<file path="src/rtl/ec_mbx_pkg.sv">
package ec_mbx_pkg;
  localparam int ST_OBF = 0;
  localparam int ST_IBF = 1;
  localparam int ST_CD  = 3;

  function automatic logic [7:0] pack_status(input logic obf, input logic ibf, input logic cd);
    logic [7:0] s;
    s = 8'h00;
    s[ST_OBF] = obf;
    s[ST_IBF] = ibf;
    s[ST_CD]  = cd;
    return s;
  endfunction
endpackage

</file>
<file path="src/rtl/ec_addr_match.sv">
module ec_addr_match #(
  parameter int AW = 16
) (
  input  logic [AW-1:0] addr,
  input  logic [AW-1:0] port_a,
  input  logic [AW-1:0] port_b,
  output logic          hit_a,
  output logic          hit_b
);
  assign hit_a = (addr == port_a);
  assign hit_b = (addr == port_b);
endmodule

</file>
<file path="src/rtl/ec_chan.sv">
module ec_chan
  import ec_mbx_pkg::*;
(
  input  logic       clk,
  input  logic       rst,
  input  logic       h_data_wr,
  input  logic       h_cmd_wr,
  input  logic       h_data_rd,
  input  logic [7:0] h_wbyte,
  input  logic       l_data_rd,
  input  logic       l_data_wr,
  input  logic [7:0] l_wbyte,
  output logic [7:0] in_byte,
  output logic [7:0] out_byte,
  output logic [7:0] status,
  output logic       ibf,
  output logic       obf
);
  logic cd;
  logic h_any_wr;

  assign h_any_wr = h_data_wr | h_cmd_wr;

  always_ff @(posedge clk) begin
    if (rst) begin
      in_byte  <= 8'h00;
      out_byte <= 8'h00;
      ibf      <= 1'b0;
      obf      <= 1'b0;
      cd       <= 1'b0;
    end else begin
      if (h_any_wr) begin
        in_byte <= h_wbyte;
        ibf     <= 1'b1;
        cd      <= h_cmd_wr;
      end else if (l_data_rd) begin
        ibf <= 1'b0;
      end
      if (l_data_wr) out_byte <= l_wbyte;
      if (h_data_rd)      obf <= 1'b0;
      else if (l_data_wr) obf <= 1'b1;
    end
  end

  assign status = pack_status(obf, ibf, cd);

  a_r3_cmd_write: assert property (@(posedge clk) disable iff (rst)
    h_cmd_wr |=> ibf && cd && in_byte == $past(h_wbyte));
  a_r2_data_write: assert property (@(posedge clk) disable iff (rst)
    (h_data_wr && !h_cmd_wr) |=> ibf && !cd && in_byte == $past(h_wbyte));
  a_r4_host_rd_clears: assert property (@(posedge clk) disable iff (rst)
    h_data_rd |=> !obf);
  a_r6_loc_rd_clears: assert property (@(posedge clk) disable iff (rst)
    (l_data_rd && !h_any_wr) |=> !ibf);
  a_r7_loc_wr_sets: assert property (@(posedge clk) disable iff (rst)
    (l_data_wr && !h_data_rd) |=> obf && out_byte == $past(l_wbyte));
  a_r10_host_wins: assert property (@(posedge clk) disable iff (rst)
    (h_any_wr && l_data_rd) |=> ibf);
  a_r11_idle_hold: assert property (@(posedge clk) disable iff (rst)
    !(h_any_wr || h_data_rd || l_data_rd || l_data_wr) |=> $stable(status) && $stable(in_byte) && $stable(out_byte));
endmodule

</file>
<file path="src/rtl/ec_mailbox_top.sv">
module ec_mailbox_top #(
  parameter int NUM_CH = 2,
  parameter int HAW = 16,
  parameter int LAW = 16,
  parameter logic [LAW-1:0] LOC_BASE = 16'h7F50
) (
  input  logic                  clk,
  input  logic                  rst,
  input  logic [NUM_CH*HAW-1:0] cfg_data_port,
  input  logic [NUM_CH*HAW-1:0] cfg_cmd_port,
  input  logic [HAW-1:0]        host_addr,
  input  logic                  host_wr,
  input  logic                  host_rd,
  input  logic [7:0]            host_wdata,
  output logic [7:0]            host_rdata,
  input  logic [LAW-1:0]        loc_addr,
  input  logic                  loc_wr,
  input  logic                  loc_rd,
  input  logic [7:0]            loc_wdata,
  output logic [7:0]            loc_rdata,
  output logic [NUM_CH-1:0]     ec_irq,
  output logic [NUM_CH-1:0]     host_obf
);
  logic [NUM_CH-1:0] h_hit_d, h_hit_c, l_hit_d, l_hit_s;
  logic [7:0] ch_in [NUM_CH];
  logic [7:0] ch_out [NUM_CH];
  logic [7:0] ch_st [NUM_CH];
  logic [NUM_CH-1:0] ch_ibf, ch_obf;

  for (genvar c = 0; c < NUM_CH; c++) begin : g_ch
    localparam logic [LAW-1:0] LOC_D = LAW'(LOC_BASE + LAW'(2 * c));
    localparam logic [LAW-1:0] LOC_S = LAW'(LOC_BASE + LAW'(2 * c + 1));

    ec_addr_match #(.AW(HAW)) u_hdec (
      .addr(host_addr),
      .port_a(cfg_data_port[c*HAW +: HAW]),
      .port_b(cfg_cmd_port[c*HAW +: HAW]),
      .hit_a(h_hit_d[c]),
      .hit_b(h_hit_c[c])
    );

    ec_addr_match #(.AW(LAW)) u_ldec (
      .addr(loc_addr),
      .port_a(LOC_D),
      .port_b(LOC_S),
      .hit_a(l_hit_d[c]),
      .hit_b(l_hit_s[c])
    );

    ec_chan u_chan (
      .clk(clk),
      .rst(rst),
      .h_data_wr(host_wr & h_hit_d[c]),
      .h_cmd_wr(host_wr & h_hit_c[c]),
      .h_data_rd(host_rd & h_hit_d[c]),
      .h_wbyte(host_wdata),
      .l_data_rd(loc_rd & l_hit_d[c]),
      .l_data_wr(loc_wr & l_hit_d[c]),
      .l_wbyte(loc_wdata),
      .in_byte(ch_in[c]),
      .out_byte(ch_out[c]),
      .status(ch_st[c]),
      .ibf(ch_ibf[c]),
      .obf(ch_obf[c])
    );
  end

  logic [7:0] h_sel, l_sel;

  always_comb begin
    h_sel = 8'h00;
    l_sel = 8'h00;
    for (int c = NUM_CH - 1; c >= 0; c--) begin
      if (h_hit_d[c])      h_sel = ch_out[c];
      else if (h_hit_c[c]) h_sel = ch_st[c];
      if (l_hit_d[c])      l_sel = ch_in[c];
      else if (l_hit_s[c]) l_sel = ch_st[c];
    end
  end

  always_ff @(posedge clk) begin
    if (rst) begin
      host_rdata <= 8'h00;
      loc_rdata  <= 8'h00;
    end else begin
      if (host_rd) host_rdata <= h_sel;
      if (loc_rd)  loc_rdata  <= l_sel;
    end
  end

  assign ec_irq   = ch_ibf;
  assign host_obf = ch_obf;

  a_r1_reset_quiet: assert property (@(posedge clk)
    $past(rst) |-> ec_irq == '0 && host_obf == '0 && host_rdata == 8'h00);
  a_r5_rd_no_flag_change: assert property (@(posedge clk) disable iff (rst)
    (host_rd && !host_wr && !loc_rd && !loc_wr && !(|h_hit_d)) |=> $stable(ec_irq) && $stable(host_obf));
  a_r11_miss_reads_zero: assert property (@(posedge clk) disable iff (rst)
    (host_rd && !(|h_hit_d) && !(|h_hit_c)) |=> host_rdata == 8'h00);
endmodule

</file>
<file path="config.mk">
export PLATFORM = sky130hd
export DESIGN_NAME = ec_mailbox_top
export DESIGN_NICKNAME = d
export VERILOG_FILES = /design/src/rtl/ec_mbx_pkg.sv /design/src/rtl/ec_addr_match.sv /design/src/rtl/ec_chan.sv /design/src/rtl/ec_mailbox_top.sv
export SDC_FILE = /design/constraint.sdc
export NUM_CORES = 1
export LEC_CHECK = 0
export ABC_AREA = 1
export BUFFER_PORTS_ARGS = -buffer_cell sky130_fd_sc_hd__clkbuf_2
export CORE_ASPECT_RATIO = 1.1
export CORE_MARGIN = 2
export CORE_UTILIZATION = 30
export CTS_CLUSTER_DIAMETER = 100
export DETAILED_ROUTE_END_ITERATION = 12
export GPL_ROUTABILITY_DRIVEN = 0
export SKIP_CTS_REPAIR_TIMING = 1
export SYNTH_ARGS = -nofsm -noshare
export SYNTH_HDL_FRONTEND = slang
export SYNTH_HIERARCHICAL = 1
export SYNTH_SLANG_ARGS = --single-unit
</file>
<file path="constraint.sdc">
create_clock -name clk -period 1.7 [get_ports clk]
set_clock_uncertainty 0.1 [all_clocks]
set_input_delay 0.17 -clock clk [delete_from_list [all_inputs] [get_ports clk]]
set_output_delay 0.17 -clock clk [all_outputs]
set_load 0.005 [all_outputs]
</file>
==> results of run 1 <==
## where the power goes
group | internal [mW] | switching (mW) | total, mW
sequential | 1.26 | 0.0000160 | 1.26
combinational | 0.330 | 0.364 | 0.694
clock | 0.547 | 0.446 | 0.993
## flip-flops by register name, indices dropped and copies added (netlist names)
signal and count:
g_ch.u_chan/cd 2, g_ch.u_chan/ibf 2, g_ch.u_chan/in_byte 16, g_ch.u_chan/obf 2, g_ch.u_chan/out_byte 16, host_rdata 8
loc_rdata 8
## path summary, 6_finish.rpt
path,end,cells after the start
max,g_ch[0].u_chan/in_byte[4]$_SDFFE_PP0P_,12
min,g_ch[1].u_chan/out_byte[4]$_SDFFE_PP0P_,3
max reg2reg,loc_rdata[1]$_SDFFE_PP0P_,4
min reg2reg,g_ch[0].u_chan/out_byte[3]$_SDFFE_PP0P_,2
## area by class of cell
class | instances | area, µm² | share of cell area
inverters | 118 | 443 | 0.0729
well taps | 196 | 245 | 0.0403
repair buffers | 159 | 888 | 0.146
clock inverters | 2 | 13.8 | 0.00226
multi-input cells | 720 | 3280 | 0.539
clock buffers | 6 | 129 | 0.0212
flip-flops and latches | 54 | 1080 | 0.178
## critical path, delay by kind of cell
family	cells	cell delay [ns]
buffers and inverters	3	0.39
AND/OR/NAND/NOR	8	0.76
XOR/XNOR	1	0.20
## layer usage
layer | vias to the layer above | wire length (µm) | track usage | part of all wire
met4 | 0 | 173 | 0.0328 | 0.014
met1 | 1950 | 5450 | 0.190 | 0.44
met3 | 12 | 566 | 0.0321 | 0.046
li1 | 2788 | - | - | -
met2 | 76 | 6110 | 0.272 | 0.50
met5 | - | 0 | 0 | 0
## stage by stage
stage | power, mW | TNS (ns) | utilization
3_3_place_gp | 1.98 | -0.00702 | 0.391
4_1_cts | 2.99 | 0 | 0.401
6_report | 2.95 | 0 | 0.401
2_1_floorplan | 1.73 | 0 | -
5_1_grt | 3.14 | 0 | 0.401
3_5_place_dp | 1.99 | -0.315 | 0.391
## cell families (layout without fill, tap and decap cells)
logic type | count (synthesis) | after routing | share of synthesized area
AOI/OAI and AO/OA | 52 | 52 | 0.0628
DFF | 54 | 54 | 0.231
other | 4 | 94 | 0.00320
and+or+nand+nor | 486 | 486 | 0.397
buffers and inverters | 148 | 285 | 0.142
xor gates and xnor gates | 88 | 88 | 0.164
## synthesized netlist by cell type (all sizes together)
cell / count
clkbuf: 2
a21oi: 36
nand2: 326
inv: 118
nor3: 2
o21ai: 16
xnor2: 88
nor2: 142
nand3: 16
buf: 28
conb: 4
dfxtp: 54
==> flow_metrics.py, run 1 <==
metrics = {
    "run_status": {
        "outcome": "finished clean",
    },
    "timing": {
        "hold_ws_ns": 0.0280,
        "fin_crit_sh": 0.835,
        "worstMarginPinSlew_ns": 0.510,
        "max-slew-margin-rel": 0.660,
        "timing.fmax_mhz": 705,
        "period_minus_slack_ns": 1.42,
        "grt_setup_unrepaired": "false",
        "final_hold_viol_count": 0,
        "setup_slack_ns": 0.281,
        "setup_violations": 0,
        "slew_viol_final": 0,
    },
    "global_routing": {
        "first_global_vias": 4437,
        "gr-usage-all-layers": 0.154,
        "grt_pass1_wl_um": 20600,
        "antenna_found_initial": 0,
        "grt-ovfl-total": 0,
        "grt_start_max_net_pins": 18,
    },
    "placement": {
        "dp_hpwl_um": 10600,
        "port_buffers": 137,
        "dp.cells": 1247,
        "place_ws_ns": -0.0454,
        "place_area_um2": 5940,
    },
    "setup_path": {
        "cp-startpoint": "host_addr[12]",
        "reg2reg_slack_ns": 0.71,
        "crit_fanout": 17,
        "cp_common_cell": "nor2_1",
        "cp-start-kind": "input pin",
        "cpMaxStageDelayCell": "xnor2_1",
        "cp-end-kind": "register",
        "regToRegStartpoint": "g_ch[1].u_chan/ibf$_SDFFE_PP0P_",
        "critical_path_arrival_ns": 1.51,
        "slowest_delay_ns": 0.20,
        "crit_type": "input pin to register",
        "cp_cell_sequence": "clkbuf_2, xnor2_1, nand2_1, nor2_1, nand2_1, nor2_1, nand2_1, inv_1, nor2_4, buf_12, nor2_1, nor2_1",
        "cp.required_ns": 1.79,
    },
    "finish": {
        "drive_gt1_frac": 0.171,
        "finalInstanceArea_um2": 6080,
        "final_common_cell": "nand2_1",
        "layout_common_cells": "326 x nand2_1, 140 x nor2_1, 137 x clkbuf_2, 114 x inv_1, 94 x conb_1",
        "antenna_cells": 0,
        "nNetsFinal": 1176,
        "instances_no_fill": 1255,
        "nFillCells": 1731,
        "syn2layout_area_growth_pct": 29.7,
    },
    "clock_network": {
        "cts_sinks": 54,
        "clockBufferDepth": 2,
        "h-tree-depth": 2,
        "worstSkewPairLatency_ns": 0.29,
        "clkSlewWorstSetupHoldPaths_ns": 0.07,
        "cts-buffers-inserted": 5,
        "cts_tree": "built",
        "cts-root-buf": "clkbuf_16",
    },
    "floorplanning": {
        "ios": 138,
        "die_w_um": 123,
        "die_area_um2": 16600,
        "start_util": 0.309,
        "core_um2": 15200,
        "rows": 47,
        "die_height_um": 135,
    },
    "worst_hold_path": {
        "hold_start": "loc_wdata[4]",
        "hold_class": "input pin to register",
    },
    "detailed_routing": {
        "vias_per_cell": 3.85,
        "ant_nets": 0,
        "via_count": 4826,
        "drtIter0Drc": 208,
        "wl_per_cell_um": 9.80,
        "finalWirelength_um": 12300,
        "post-route-drc-count": 0,
        "dr.pass1.iters": 5,
    },
    "synthesis": {
        "synth_area_leader_cell": "nand2_1",
        "syn_inst": 832,
        "yosys_register_bits": 54,
        "postSynthAreaPerCell_um2": 5.63,
        "synth_top_area_frac": 0.261,
        "synthDistinctLibCells": 17,
        "yosysSeqAreaShare": 0.231,
        "synth_area_leaders": "nand2_1 26%, dfxtp_1 23%, xnor2_1 16%",
        "syn-cell-area_um2": 4690,
        "ys_warn_count": 6,
    },
    "power_and_ir_drop": {
        "max-vdd-ir-drop_v": 0.000313,
        "p_per_area_nw_per_um2": 485,
        "p_leak_nw": 3.40,
    },
    "run": {
        "drv_cap": 0,
    },
}
No activity file was read; power rests on OpenSTA's default activity.
==> inputs of run 2 (changes only) <==
Settings changed: ABC_AREA 1 to 0.
Clock period 1.7 ns to 1.15 ns, I/O delays scaled along.
==> run 2 against run 1 <==
Setup slack got worse by 0.63 ns. The flow now finishes with violations (negative hold slack, negative setup slack). Die area fell by 13%. Critical path type unchanged. Synthesized cell count fell by 45%. Wire length increased by 14%. Hold slack worse by 0.057 ns. Largest power group unchanged.
==> flow_metrics.py, run 2 <==
metrics = {
    "detailed_routing": {
        "dr.pass1.iters": 4,
        "via_count": 4221,
        "post-route-drc-count": 0,
        "drtIter0Drc": 153,
        "finalWirelength_um": 14000,
        "wl_per_cell_um": 16.1,
        "ant_nets": 0,
        "vias_per_cell": 4.86,
    },
    "synthesis": {
        "synth_compound_area_frac": 0.163,
        "postSynthAreaPerCell_um2": 8.86,
        "synth_ff_type": "dfxtp_1",
        "synth_edf_count": 0,
        "syn-cell-area_um2": 4050,
        "synth_async_sr_flop_share": 0,
        "synth_area_leaders": "xnor2_1 28%, dfxtp_1 27%, nand4_1 4.9%",
        "synth_top_area_frac": 0.277,
        "synth_area_leader_cell": "xnor2_1",
        "ys_warn_count": 6,
        "synthDistinctLibCells": 26,
        "yosys_register_bits": 54,
        "synth_top_family_by_area": "XOR/XNOR gates",
        "yosysMostFrequentCell": "xnor2_1",
        "synthTopCellsByCount": "128 x xnor2_1, 54 x dfxtp_1, 32 x nand4_1, 32 x o21ai_1, 27 x a21oi_1",
        "synth-xor-area-share": 0.277,
        "synth.area.mux_share": 0.0395,
        "syn_inst": 457,
        "yosysSeqAreaShare": 0.267,
        "synth-simple-area-share": 0.186,
        "synth_fa_ha_area_frac": 0,
    },
    "setup_path": {
        "slowest_delay_ns": 0.45,
        "cpMaxStageDelayCell": "nor3b_4",
        "critical_path_arrival_ns": 1.62,
        "cp.required_ns": 1.27,
        "path_delay_family": "simple AND/OR/NAND/NOR gates",
        "crit_fanout": 8,
        "rr_worst_depth": 2,
        "crit_type": "input pin to register",
        "r2r_end": "g_ch[0].u_chan/in_byte[1]$_SDFFE_PP0P_",
        "reg2reg_slack_ns": 0.12,
        "cp-end-kind": "register",
        "cp-start-kind": "input pin",
        "crit_buf_inv": 3,
        "cp_cell_sequence": "buf_4, xnor2_2, nand4_1, nor4_4, buf_4, buf_4, nor3b_4, o21ai_2, o22ai_1",
        "regToRegStartpoint": "g_ch[0].u_chan/in_byte[1]$_SDFFE_PP0P_",
        "cp_common_cell": "buf_4",
        "cp-startpoint": "loc_addr[4]",
    },
    "floorplanning": {
        "rows": 44,
        "core_um2": 13200,
        "die_height_um": 126,
        "die_w_um": 115,
        "die_area_um2": 14400,
        "ios": 138,
        "start_util": 0.307,
    },
    "run_status": {
        "outcome": "finished with violations",
        "violations": "negative hold slack, negative setup slack",
    },
    "timing": {
        "worstMarginPinSlew_ns": 0.505,
        "timing.fmax_mhz": 667,
        "setup_violations": 54,
        "fin_crit_sh": 1.30,
        "hold_ws_ns": -0.0288,
        "setup_slack_ns": -0.350,
        "grt_setup_unrepaired": "true",
        "max-slew-margin-rel": 0.663,
        "final_hold_viol_count": 12,
        "slew_viol_final": 0,
        "period_minus_slack_ns": 1.50,
    },
    "power_and_ir_drop": {
        "p_per_area_nw_per_um2": 726,
        "power.net_switching_mw": 1.36,
        "max-vdd-ir-drop_v": 0.000618,
        "internal_power_mw": 3.77,
        "combPwrFrac": 0.298,
        "power_mw": 5.13,
        "p_leak_nw": 3.02,
        "clkPwrFrac": 0.337,
        "power_switching_share": 0.265,
        "seqPwrFrac": 0.364,
    },
    "clock_network": {
        "h-tree-depth": 2,
        "cts_sinks": 54,
        "cts_tree": "built",
        "cts-buffers-inserted": 5,
        "clkSlewWorstSetupHoldPaths_ns": 0.07,
        "worstSkewPairLatency_ns": 0.30,
        "cts-root-buf": "clkbuf_16",
        "clockBufferDepth": 2,
    },
    "finish": {
        "antenna_cells": 0,
        "final_common_cell": "clkbuf_2",
        "syn2layout_area_growth_pct": 74.4,
        "finalInstanceArea_um2": 7060,
        "layout_common_cells": "105 x clkbuf_2, 96 x xnor2_2, 74 x conb_1, 51 x dfxtp_1, 47 x buf_4",
        "nNetsFinal": 825,
        "register_area_um2": 1080,
        "nFillCells": 1170,
        "largestRegisters": "g_ch.u_chan/in_byte: 16 flops, g_ch.u_chan/out_byte: 16 flops",
        "drive_gt1_frac": 0.541,
        "multi_input_area_um2": 4040,
    },
    "placement": {
        "place_area_um2": 6000,
        "dp_hpwl_um": 10100,
        "port_buffers": 137,
    },
    "global_routing": {
        "first_global_vias": 4091,
        "grt_pass1_wl_um": 19400,
        "grt_start_max_net_pins": 29,
        "gr-usage-all-layers": 0.166,
        "antenna_found_initial": 0,
        "grt-ovfl-total": 0,
    },
    "worst_hold_path": {
        "hold_start": "loc_wdata[4]",
        "hold_class": "input pin to register",
        "hold_depth": 3,
        "whs_endpoint": "g_ch[0].u_chan/out_byte[4]$_SDFFE_PP0P_",
    },
    "run": {
        "drv_cap": 0,
    },
}
run 2: worst max path at each step:
stage	slack, ns	cells after the start	to
3_3_place_gp	-0.76	7	host_rdata[7]$_SDFFE_PP0P_
2_1_floorplan	-0.46	8	g_ch[1].u_chan/cd$_SDFFE_PP0P_
6_report	-0.35	9	loc_rdata[5]$_SDFFE_PP0P_
4_1_cts	-0.47	7	host_rdata[0]$_SDFFE_PP0P_
5_1_grt	-0.46	8	g_ch[1].u_chan/out_byte[0]$_SDFFE_PP0P_
3_5_place_dp	-0.78	8	g_ch[1].u_chan/out_byte[6]$_SDFFE_PP0P_
run 2: worst min-delay path: stages:
cell	delay, ns
clkbuf_2	0.09
mux2i_1	0.06
nor2_1	0.07
run 2: kinds of logic after synthesis:
family	count (synthesis)
other	4
muxes	16
xor gates and xnor gates	128
and+or+nand+nor	114
DFF	54
buffers and inverters	41
AOI/OAI and AO/OA	100
run 2: power by group through the flow:
stage | Clock [mW] | Sequential [mW] | Combinational (mW)
after floorplan | 0 | 1.91 | 0.776
after global placement | 0 | 1.91 | 1.25
after detailed placement | 0 | 1.91 | 1.28
after CTS | 1.74 | 1.87 | 1.28
after global routing | 1.82 | 1.87 | 1.64
final | 1.73 | 1.87 | 1.53
run 2: per-layer routing:
layer,global-route usage,vias up,share of wire
li1,-,2056,-
met2,0.298,144,0.53
met1,0.209,2000,0.40
met4,0.0411,0,0.017
met5,0,-,0
met3,0.0212,21,0.050
run 2: cell type report:
class / count / area share
Clock inverter: 2 / 0.00532
Sequential cell: 54 / 0.154
Inverter: 4 / 0.00319
Tap cell: 161 / 0.0285
Timing Repair Buffer: 201 / 0.218
Multi-Input combinational cell: 441 / 0.573
Clock buffer: 6 / 0.0182
run 2: stage by stage:
step / instances / utilization / setup TNS, ns / hold WS (ns) / setup slack [ns]
2_1_floorplan: 527 / - / -9.78 / 0.162 / -0.461
3_3_place_gp: 839 / 0.454 / -36.07 / 0.268 / -0.756
3_5_place_dp: 839 / 0.454 / -37.82 / 0.280 / -0.780
4_1_cts: 847 / 0.467 / -21.21 / -0.0247 / -0.475
5_1_grt: 869 / 0.534 / -19.51 / -0.00108 / -0.465
6_report: 869 / 0.534 / -14.52 / -0.0288 / -0.350
